--- src/rtl/mmu_fe_pkg.sv ---
package mmu_fe_pkg;

    typedef enum logic [1:0] {
        ACC_FETCH = 2'd0,
        ACC_LOAD  = 2'd1,
        ACC_STORE = 2'd2
    } acc_kind_e;

    typedef enum logic [1:0] {
        TLB_HIT     = 2'd0,
        TLB_NOMATCH = 2'd1,
        TLB_INVALID = 2'd2,
        TLB_PERM    = 2'd3
    } tlb_code_e;

    typedef enum logic [2:0] {
        CAUSE_NONE  = 3'd0,
        CAUSE_IMISS = 3'd1,
        CAUSE_DMISS = 3'd2,
        CAUSE_IPF   = 3'd3,
        CAUSE_DPF   = 3'd4
    } cause_e;

    typedef enum logic [1:0] {
        XM_PHYS = 2'd0,
        XM_SUP  = 2'd1,
        XM_USER = 2'd2
    } xmode_e;

    typedef enum logic {
        ST_IDLE = 1'b0,
        ST_WAIT = 1'b1
    } fe_state_e;

    // rights vector: bit0 read, bit1 write, bit2 execute
    localparam int          RIGHTS_W  = 3;
    localparam logic [2:0]  RIGHTS_RW = 3'b011;

    // index of each TLB in the router's side vectors
    localparam int SIDE_D = 0;
    localparam int SIDE_I = 1;
    localparam int N_SIDE = 2;

    function automatic xmode_e derive_mode(input logic en, input logic sup);
        if (!en)
            return XM_PHYS;
        return sup ? XM_SUP : XM_USER;
    endfunction

    function automatic cause_e classify(input logic fetch, input tlb_code_e code);
        case (code)
            TLB_NOMATCH, TLB_INVALID: return fetch ? CAUSE_IMISS : CAUSE_DMISS;
            TLB_PERM:                 return fetch ? CAUSE_IPF   : CAUSE_DPF;
            default:                  return CAUSE_NONE;
        endcase
    endfunction

endpackage

--- src/rtl/mmu_mode_decode.sv ---
module mmu_mode_decode
    import mmu_fe_pkg::*;
#(
    parameter int          VA_W      = 32,
    parameter logic [31:0] LOW_LIMIT = 32'h0000_2000
) (
    input  logic            mmu_en,
    input  logic            sup_mode,
    input  logic [VA_W-1:0] vaddr,
    output xmode_e          mode,
    output logic            bypass
);
    localparam logic [VA_W-1:0] LIMIT_V = VA_W'(LOW_LIMIT);

    logic in_window;

    always_comb begin
        mode      = derive_mode(mmu_en, sup_mode);
        in_window = (vaddr < LIMIT_V);
        case (mode)
            XM_PHYS: bypass = 1'b1;
            XM_SUP:  bypass = in_window;
            default: bypass = 1'b0;
        endcase
    end
endmodule

--- src/rtl/mmu_tlb_router.sv ---
module mmu_tlb_router
    import mmu_fe_pkg::*;
#(
    parameter int PA_W = 32
) (
    input  logic                             issue,
    input  logic                             req_fetch,
    input  logic                             waiting,
    input  logic                             side_fetch,
    input  logic [N_SIDE-1:0]                rsp_valid,
    input  logic [N_SIDE-1:0][1:0]           rsp_code,
    input  logic [N_SIDE-1:0][PA_W-1:0]      rsp_paddr,
    input  logic [N_SIDE-1:0][RIGHTS_W-1:0]  rsp_rights,
    output logic [N_SIDE-1:0]                lookup,
    output logic                             sel_valid,
    output tlb_code_e                        sel_code,
    output logic [PA_W-1:0]                  sel_paddr,
    output logic [RIGHTS_W-1:0]              sel_rights
);
    logic [N_SIDE-1:0] side_on;

    for (genvar s = 0; s < N_SIDE; s++) begin : g_side
        localparam logic IS_INST = (s == SIDE_I);
        assign lookup[s]  = issue && (req_fetch == IS_INST);
        assign side_on[s] = waiting && (side_fetch == IS_INST);
    end

    always_comb begin
        sel_valid  = 1'b0;
        sel_code   = TLB_HIT;
        sel_paddr  = '0;
        sel_rights = '0;
        for (int s = 0; s < N_SIDE; s++) begin
            if (side_on[s]) begin
                sel_valid  = rsp_valid[s];
                sel_code   = tlb_code_e'(rsp_code[s]);
                sel_paddr  = rsp_paddr[s];
                sel_rights = rsp_rights[s];
            end
        end
    end
endmodule

--- src/rtl/mmu_fault_classify.sv ---
module mmu_fault_classify
    import mmu_fe_pkg::*;
#(
    parameter int PA_W = 32
) (
    input  logic                side_fetch,
    input  tlb_code_e           code,
    input  logic [PA_W-1:0]     tlb_paddr,
    input  logic [RIGHTS_W-1:0] tlb_rights,
    output cause_e              cause,
    output logic                is_fault,
    output logic [PA_W-1:0]     res_paddr,
    output logic [RIGHTS_W-1:0] res_rights
);
    always_comb begin
        cause      = classify(side_fetch, code);
        is_fault   = (cause != CAUSE_NONE);
        res_paddr  = is_fault ? '0 : tlb_paddr;
        res_rights = is_fault ? '0 : tlb_rights;
    end
endmodule

--- src/rtl/mmu_xlate_ctrl.sv ---
module mmu_xlate_ctrl
    import mmu_fe_pkg::*;
#(
    parameter int          VA_W      = 32,
    parameter int          PA_W      = 32,
    parameter logic [31:0] LOW_LIMIT = 32'h0000_2000
) (
    input  logic            clk,
    input  logic            rst,
    input  logic            req_valid,
    input  logic [VA_W-1:0] req_vaddr,
    input  logic [1:0]      req_kind,
    input  logic            mmu_en,
    input  logic            sup_mode,
    output logic            itlb_req,
    output logic [VA_W-1:0] itlb_vaddr,
    output logic            itlb_sup,
    input  logic            itlb_rsp_valid,
    input  logic [1:0]      itlb_rsp_code,
    input  logic [PA_W-1:0] itlb_rsp_paddr,
    input  logic [2:0]      itlb_rsp_rights,
    output logic            dtlb_req,
    output logic [VA_W-1:0] dtlb_vaddr,
    output logic            dtlb_sup,
    output logic            dtlb_write,
    input  logic            dtlb_rsp_valid,
    input  logic [1:0]      dtlb_rsp_code,
    input  logic [PA_W-1:0] dtlb_rsp_paddr,
    input  logic [2:0]      dtlb_rsp_rights,
    output logic [1:0]      xl_mode,
    output logic            done,
    output logic            fault,
    output logic [2:0]      cause,
    output logic [PA_W-1:0] paddr,
    output logic [2:0]      rights,
    output logic [VA_W-1:0] fault_vaddr
);
    fe_state_e            state_q;
    logic                 side_q;
    logic [VA_W-1:0]      vaddr_q;
    logic                 done_q;
    logic                 fault_q;
    cause_e               cause_q;
    logic [PA_W-1:0]      paddr_q;
    logic [RIGHTS_W-1:0]  rights_q;
    logic [VA_W-1:0]      fva_q;

    xmode_e               mode;
    logic                 bypass;
    logic                 req_fetch;
    logic                 waiting;
    logic                 accept;
    logic                 issue;
    logic                 rsp_taken;

    logic [N_SIDE-1:0]               lookup;
    logic [N_SIDE-1:0]               rv;
    logic [N_SIDE-1:0][1:0]          rc;
    logic [N_SIDE-1:0][PA_W-1:0]     rp;
    logic [N_SIDE-1:0][RIGHTS_W-1:0] rr;

    logic                 sel_valid;
    tlb_code_e            sel_code;
    logic [PA_W-1:0]      sel_paddr;
    logic [RIGHTS_W-1:0]  sel_rights;
    cause_e               cls_cause;
    logic                 cls_fault;
    logic [PA_W-1:0]      cls_paddr;
    logic [RIGHTS_W-1:0]  cls_rights;

    assign req_fetch = (acc_kind_e'(req_kind) == ACC_FETCH);
    assign waiting   = (state_q == ST_WAIT);
    assign accept    = req_valid && !waiting;
    assign issue     = accept && !bypass;
    assign rsp_taken = sel_valid;

    mmu_mode_decode #(
        .VA_W      (VA_W),
        .LOW_LIMIT (LOW_LIMIT)
    ) u_mode (
        .mmu_en   (mmu_en),
        .sup_mode (sup_mode),
        .vaddr    (req_vaddr),
        .mode     (mode),
        .bypass   (bypass)
    );

    assign rv[SIDE_I] = itlb_rsp_valid;
    assign rc[SIDE_I] = itlb_rsp_code;
    assign rp[SIDE_I] = itlb_rsp_paddr;
    assign rr[SIDE_I] = itlb_rsp_rights;
    assign rv[SIDE_D] = dtlb_rsp_valid;
    assign rc[SIDE_D] = dtlb_rsp_code;
    assign rp[SIDE_D] = dtlb_rsp_paddr;
    assign rr[SIDE_D] = dtlb_rsp_rights;

    mmu_tlb_router #(
        .PA_W (PA_W)
    ) u_route (
        .issue      (issue),
        .req_fetch  (req_fetch),
        .waiting    (waiting),
        .side_fetch (side_q),
        .rsp_valid  (rv),
        .rsp_code   (rc),
        .rsp_paddr  (rp),
        .rsp_rights (rr),
        .lookup     (lookup),
        .sel_valid  (sel_valid),
        .sel_code   (sel_code),
        .sel_paddr  (sel_paddr),
        .sel_rights (sel_rights)
    );

    mmu_fault_classify #(
        .PA_W (PA_W)
    ) u_cls (
        .side_fetch (side_q),
        .code       (sel_code),
        .tlb_paddr  (sel_paddr),
        .tlb_rights (sel_rights),
        .cause      (cls_cause),
        .is_fault   (cls_fault),
        .res_paddr  (cls_paddr),
        .res_rights (cls_rights)
    );

    always_ff @(posedge clk) begin
        if (rst) begin
            state_q  <= ST_IDLE;
            side_q   <= 1'b0;
            vaddr_q  <= '0;
            done_q   <= 1'b0;
            fault_q  <= 1'b0;
            cause_q  <= CAUSE_NONE;
            paddr_q  <= '0;
            rights_q <= '0;
            fva_q    <= '0;
        end else begin
            done_q <= 1'b0;
            if (accept) begin
                vaddr_q <= req_vaddr;
                side_q  <= req_fetch;
                if (bypass) begin
                    done_q   <= 1'b1;
                    fault_q  <= 1'b0;
                    cause_q  <= CAUSE_NONE;
                    paddr_q  <= PA_W'(req_vaddr);
                    rights_q <= RIGHTS_RW;
                end else begin
                    state_q <= ST_WAIT;
                end
            end
            if (rsp_taken) begin
                state_q  <= ST_IDLE;
                done_q   <= 1'b1;
                fault_q  <= cls_fault;
                cause_q  <= cls_cause;
                paddr_q  <= cls_paddr;
                rights_q <= cls_rights;
                if (cls_fault)
                    fva_q <= vaddr_q;
            end
        end
    end

    assign itlb_req    = lookup[SIDE_I];
    assign dtlb_req    = lookup[SIDE_D];
    assign itlb_vaddr  = req_vaddr;
    assign dtlb_vaddr  = req_vaddr;
    assign itlb_sup    = sup_mode;
    assign dtlb_sup    = sup_mode;
    assign dtlb_write  = (acc_kind_e'(req_kind) == ACC_STORE);
    assign xl_mode     = mode;
    assign done        = done_q;
    assign fault       = done_q && fault_q;
    assign cause       = cause_q;
    assign paddr       = paddr_q;
    assign rights      = rights_q;
    assign fault_vaddr = fva_q;
endmodule

--- config.mk ---
export PLATFORM = sky130hd
export DESIGN_NAME = mmu_xlate_ctrl
export DESIGN_NICKNAME = d
export VERILOG_FILES = /design/src/rtl/mmu_fe_pkg.sv /design/src/rtl/mmu_mode_decode.sv /design/src/rtl/mmu_tlb_router.sv /design/src/rtl/mmu_fault_classify.sv /design/src/rtl/mmu_xlate_ctrl.sv
export SDC_FILE = /design/constraint.sdc
export NUM_CORES = 1
export LEC_CHECK = 0
export BUFFER_PORTS_ARGS = -buffer_cell sky130_fd_sc_hd__buf_2
export CAP_MARGIN = 20
export CORE_UTILIZATION = 45
export DETAILED_ROUTE_END_ITERATION = 8
export MAX_ROUTING_LAYER = met4
export PLACE_DENSITY = 0.76
export SYNTH_ARGS = -nofsm -noshare
export SYNTH_HDL_FRONTEND = slang
export SYNTH_HIERARCHICAL = 1
export SYNTH_SLANG_ARGS = --single-unit
--- constraint.sdc ---
create_clock -name clk -period 4.5 [get_ports clk]
set_clock_uncertainty 0.05 [all_clocks]
set_input_delay 0.9 -clock clk [delete_from_list [all_inputs] [get_ports clk]]
set_output_delay 0.9 -clock clk [all_outputs]
set_load 0.02 [all_outputs]
==> results.cfg <==
[run_status]
status = completed

[floorplan]
io_pins = 258
coreArea_sq_um = 13200
die_x_um = 118
die_h_um = 118
start_util = 0.461
dieArea_sq_um = 14000
rows = 42

[sta]
finalCritPeriodShare = 0.773
finalSetupViolations = 0
max_slew_margin = 0.551
timing.final.crit_period_ns = 3.48
drv_slew = 0
finalSetupTns_ns = 0
hold_viol = 0
tightest_slew_ns = 0.672
rsz0062_at_grt = no
max_freq_mhz = 288

[final_layout]
drive_above_1_share = 0.387
final_area_sq_um = 7060
syn2layout_area_growth_pct = 16.2
num_antenna_cells = 0
nets = 994

[clock_tree]
post_cts_resized = 0
cts_hold_buffers = 0
numCtsBuffers = 9
h-tree-depth = 3
clock_sinks = 106
clk_latency_ns = 0.34
clk_path_buf_depth = 2
cts-root-buf = clkbuf_16
path_clk_slew_ns = 0.07
cts_tree = yes
postCtsSetupBuffers = 0

[grt]
antenna_found_initial = 0
grt-ovfl-total = 0
grt_pass1_vias = 4761
grt_max_degree = 108
grt_pass1_wl_um = 25600
track_usage = 0.242

[synth]
yosysTopAreaCellShare = 0.349
synthesis.nets = 835
synth_edf_count = 0
ys.flop_type = dfxtp_1
netlist_top_cells_area = dfxtp_1 35%, mux2i_1 12%, buf_4 8.8%, nand2_1 8.4%, a21oi_1 6.2%
seq_area_frac_synth = 0.349
syn_area_sq_um = 6080
avgSynthCellArea_sq_um = 8.48
ys_seq_elements = 106
yosys.area.top_type = dfxtp_1
synth_cells = 717
ys_warn_count = 6
synth_cell_type_count = 34
synthArstFlopShare = 0
yosysMostFrequentCell = nand2_1
synth_common_cells = 136 x nand2_1, 106 x dfxtp_1, 75 x a21oi_1

[power_and_ir_drop]
p_leak_nw = 3.10
seq_power_share = 0.441
clkPwrFrac = 0.349
power_mw = 2.30
switchingPower_mw = 0.677
power_density_nw_per_um2 = 326
swShare = 0.294
p_int_mw = 1.63
power_frac_comb = 0.210
ir_drop_v = 0.000213

[routing]
wirelength_um = 16400
dr.pass1.iters = 5
final_antenna_net_count = 0
wire_per_inst_um = 15.5
drcViolationCount = 0
drt-initial-drc-count = 272
vias = 5196
viasPerCell = 4.92

[setup_path]
worstPathCellList = buf_2 -> nor4_1 -> nand2_1 -> o21ai_1 -> nor2_1 -> nor2b_1 -> buf_2
slowest_delay_ns = 0.44
start_kind = primary input
crit_path_top_delay_cell = o21ai_1
cpLargestDelayFamily = simple AND/OR/NAND/NOR gates
path_buf_inv = 2
end_kind = output pin
cp_max_fo = 5
crit_arrival_ns = 2.53
critPathKind = in2out
cp_common_cell = buf_2
worstPathRequired_ns = 3.55

[hold_path]
hold_class = reg2reg

[placement]
dp_hpwl_um = 11600
place_area_sq_um = 6740
io_buffers = 257
routabilityCongestion = 0.871

[run]
maxCapViolCount = 0
-- registers in the layout, summed over array words and instances (netlist names) --
signal and cells:
rights 3, vaddr_q 32, cause 3, fault_q 1, paddr 32, side_q 1
state_q 1, done 1, fault_vaddr 32
-- power groups by stage --
| stage | clock network [mW] | logic [mW] | registers [mW] |
|---|---|---|---|
| after detailed placement | 0 | 0.485 | 1.04 |
| after global placement | 0 | 0.481 | 1.04 |
| final | 0.804 | 0.483 | 1.02 |
| after floorplan | 0 | 0.340 | 1.07 |
| after global routing | 0.868 | 0.524 | 1.02 |
| after CTS | 0.825 | 0.485 | 1.02 |
-- tightest hold or removal path, delay by kind of cell, from the launching register on --
| kind | cells | cell delay (ns) |
|---|---|---|
| AOI/OAI and AO/OA | 1 | 0.05 |
| DFF | 1 | 0.31 |
| and+or+nand+nor | 1 | 0.05 |
-- metrics by stage --
step	instances	hold WS, ns	utilization	worst slack (ns)
after floorplan	717	0.382	-	1.75
after global placement	1040	0.389	0.511	1.01
after detailed placement	1040	0.392	0.511	0.967
after CTS	1056	0.403	0.534	1.02
after global routing	1057	0.416	0.536	0.957
final	1057	0.402	0.536	1.02
-- final cells by class --
type / count / area (sq um)
fill: 1300 / 6130
multi-input combinational: 485 / 3000
sequential: 106 / 2120
timing repair buffer: 268 / 1400
clock buffer: 11 / 243
tap: 176 / 220
clock inverter: 5 / 61.3
inverter: 6 / 22.5
-- worst paths after layout --
kind,slack [ns],startpoint,endpoint,cells past startpoint
worst min-delay path,0.40,vaddr_q[11],fault_vaddr[11],2
worst max-delay path,1.02,req_vaddr[29],dtlb_req,7
worst max register to register,1.55,side_q,fault_vaddr[22],10
worst min register to register,0.40,vaddr_q[11],fault_vaddr[11],2
-- cells by family after synthesis --
logic type               count (synthesis)  share of synthesized area
AO/OA/AOI/OAI                          140                      0.149
adder cells (fa/ha/maj)                  3                    0.00618
buffers and inverters                  126                      0.159
flip-flops                             106                      0.349
multiplexers                            71                      0.117
AND/OR/NAND/NOR                        271                      0.219
-- layer usage --
| metal | up-vias | track usage | wire length, um |
|---|---|---|---|
| met5 | - | - | 0 |
| met4 | 0 | 0.0601 | 180 |
| met3 | 11 | 0.0425 | 948 |
| met2 | 208 | 0.421 | 8300 |
| met1 | 2370 | 0.289 | 6990 |
| li1 | 2607 | - | - |
-- cell usage in the layout, fill, tap and decap left out, types with 2 or more instances in the layout --
cell / n
nor2_1: 36
and2_1: 24
mux2i_1: 71
o21a_1: 2
a21o_2: 5
inv_1: 6
a21o_1: 27
clkinvlp_4: 3
clkbuf_16: 9
dfxtp_1: 105
a21oi_2: 29
nor4_2: 3
buf_2: 256
and2_2: 15
a21oi_1: 75
buf_12: 2
buf_4: 10
nand2_1: 136
nor2b_1: 42
ha_1: 3
nand3b_1: 4
Power figures use the tool's default switching activity.
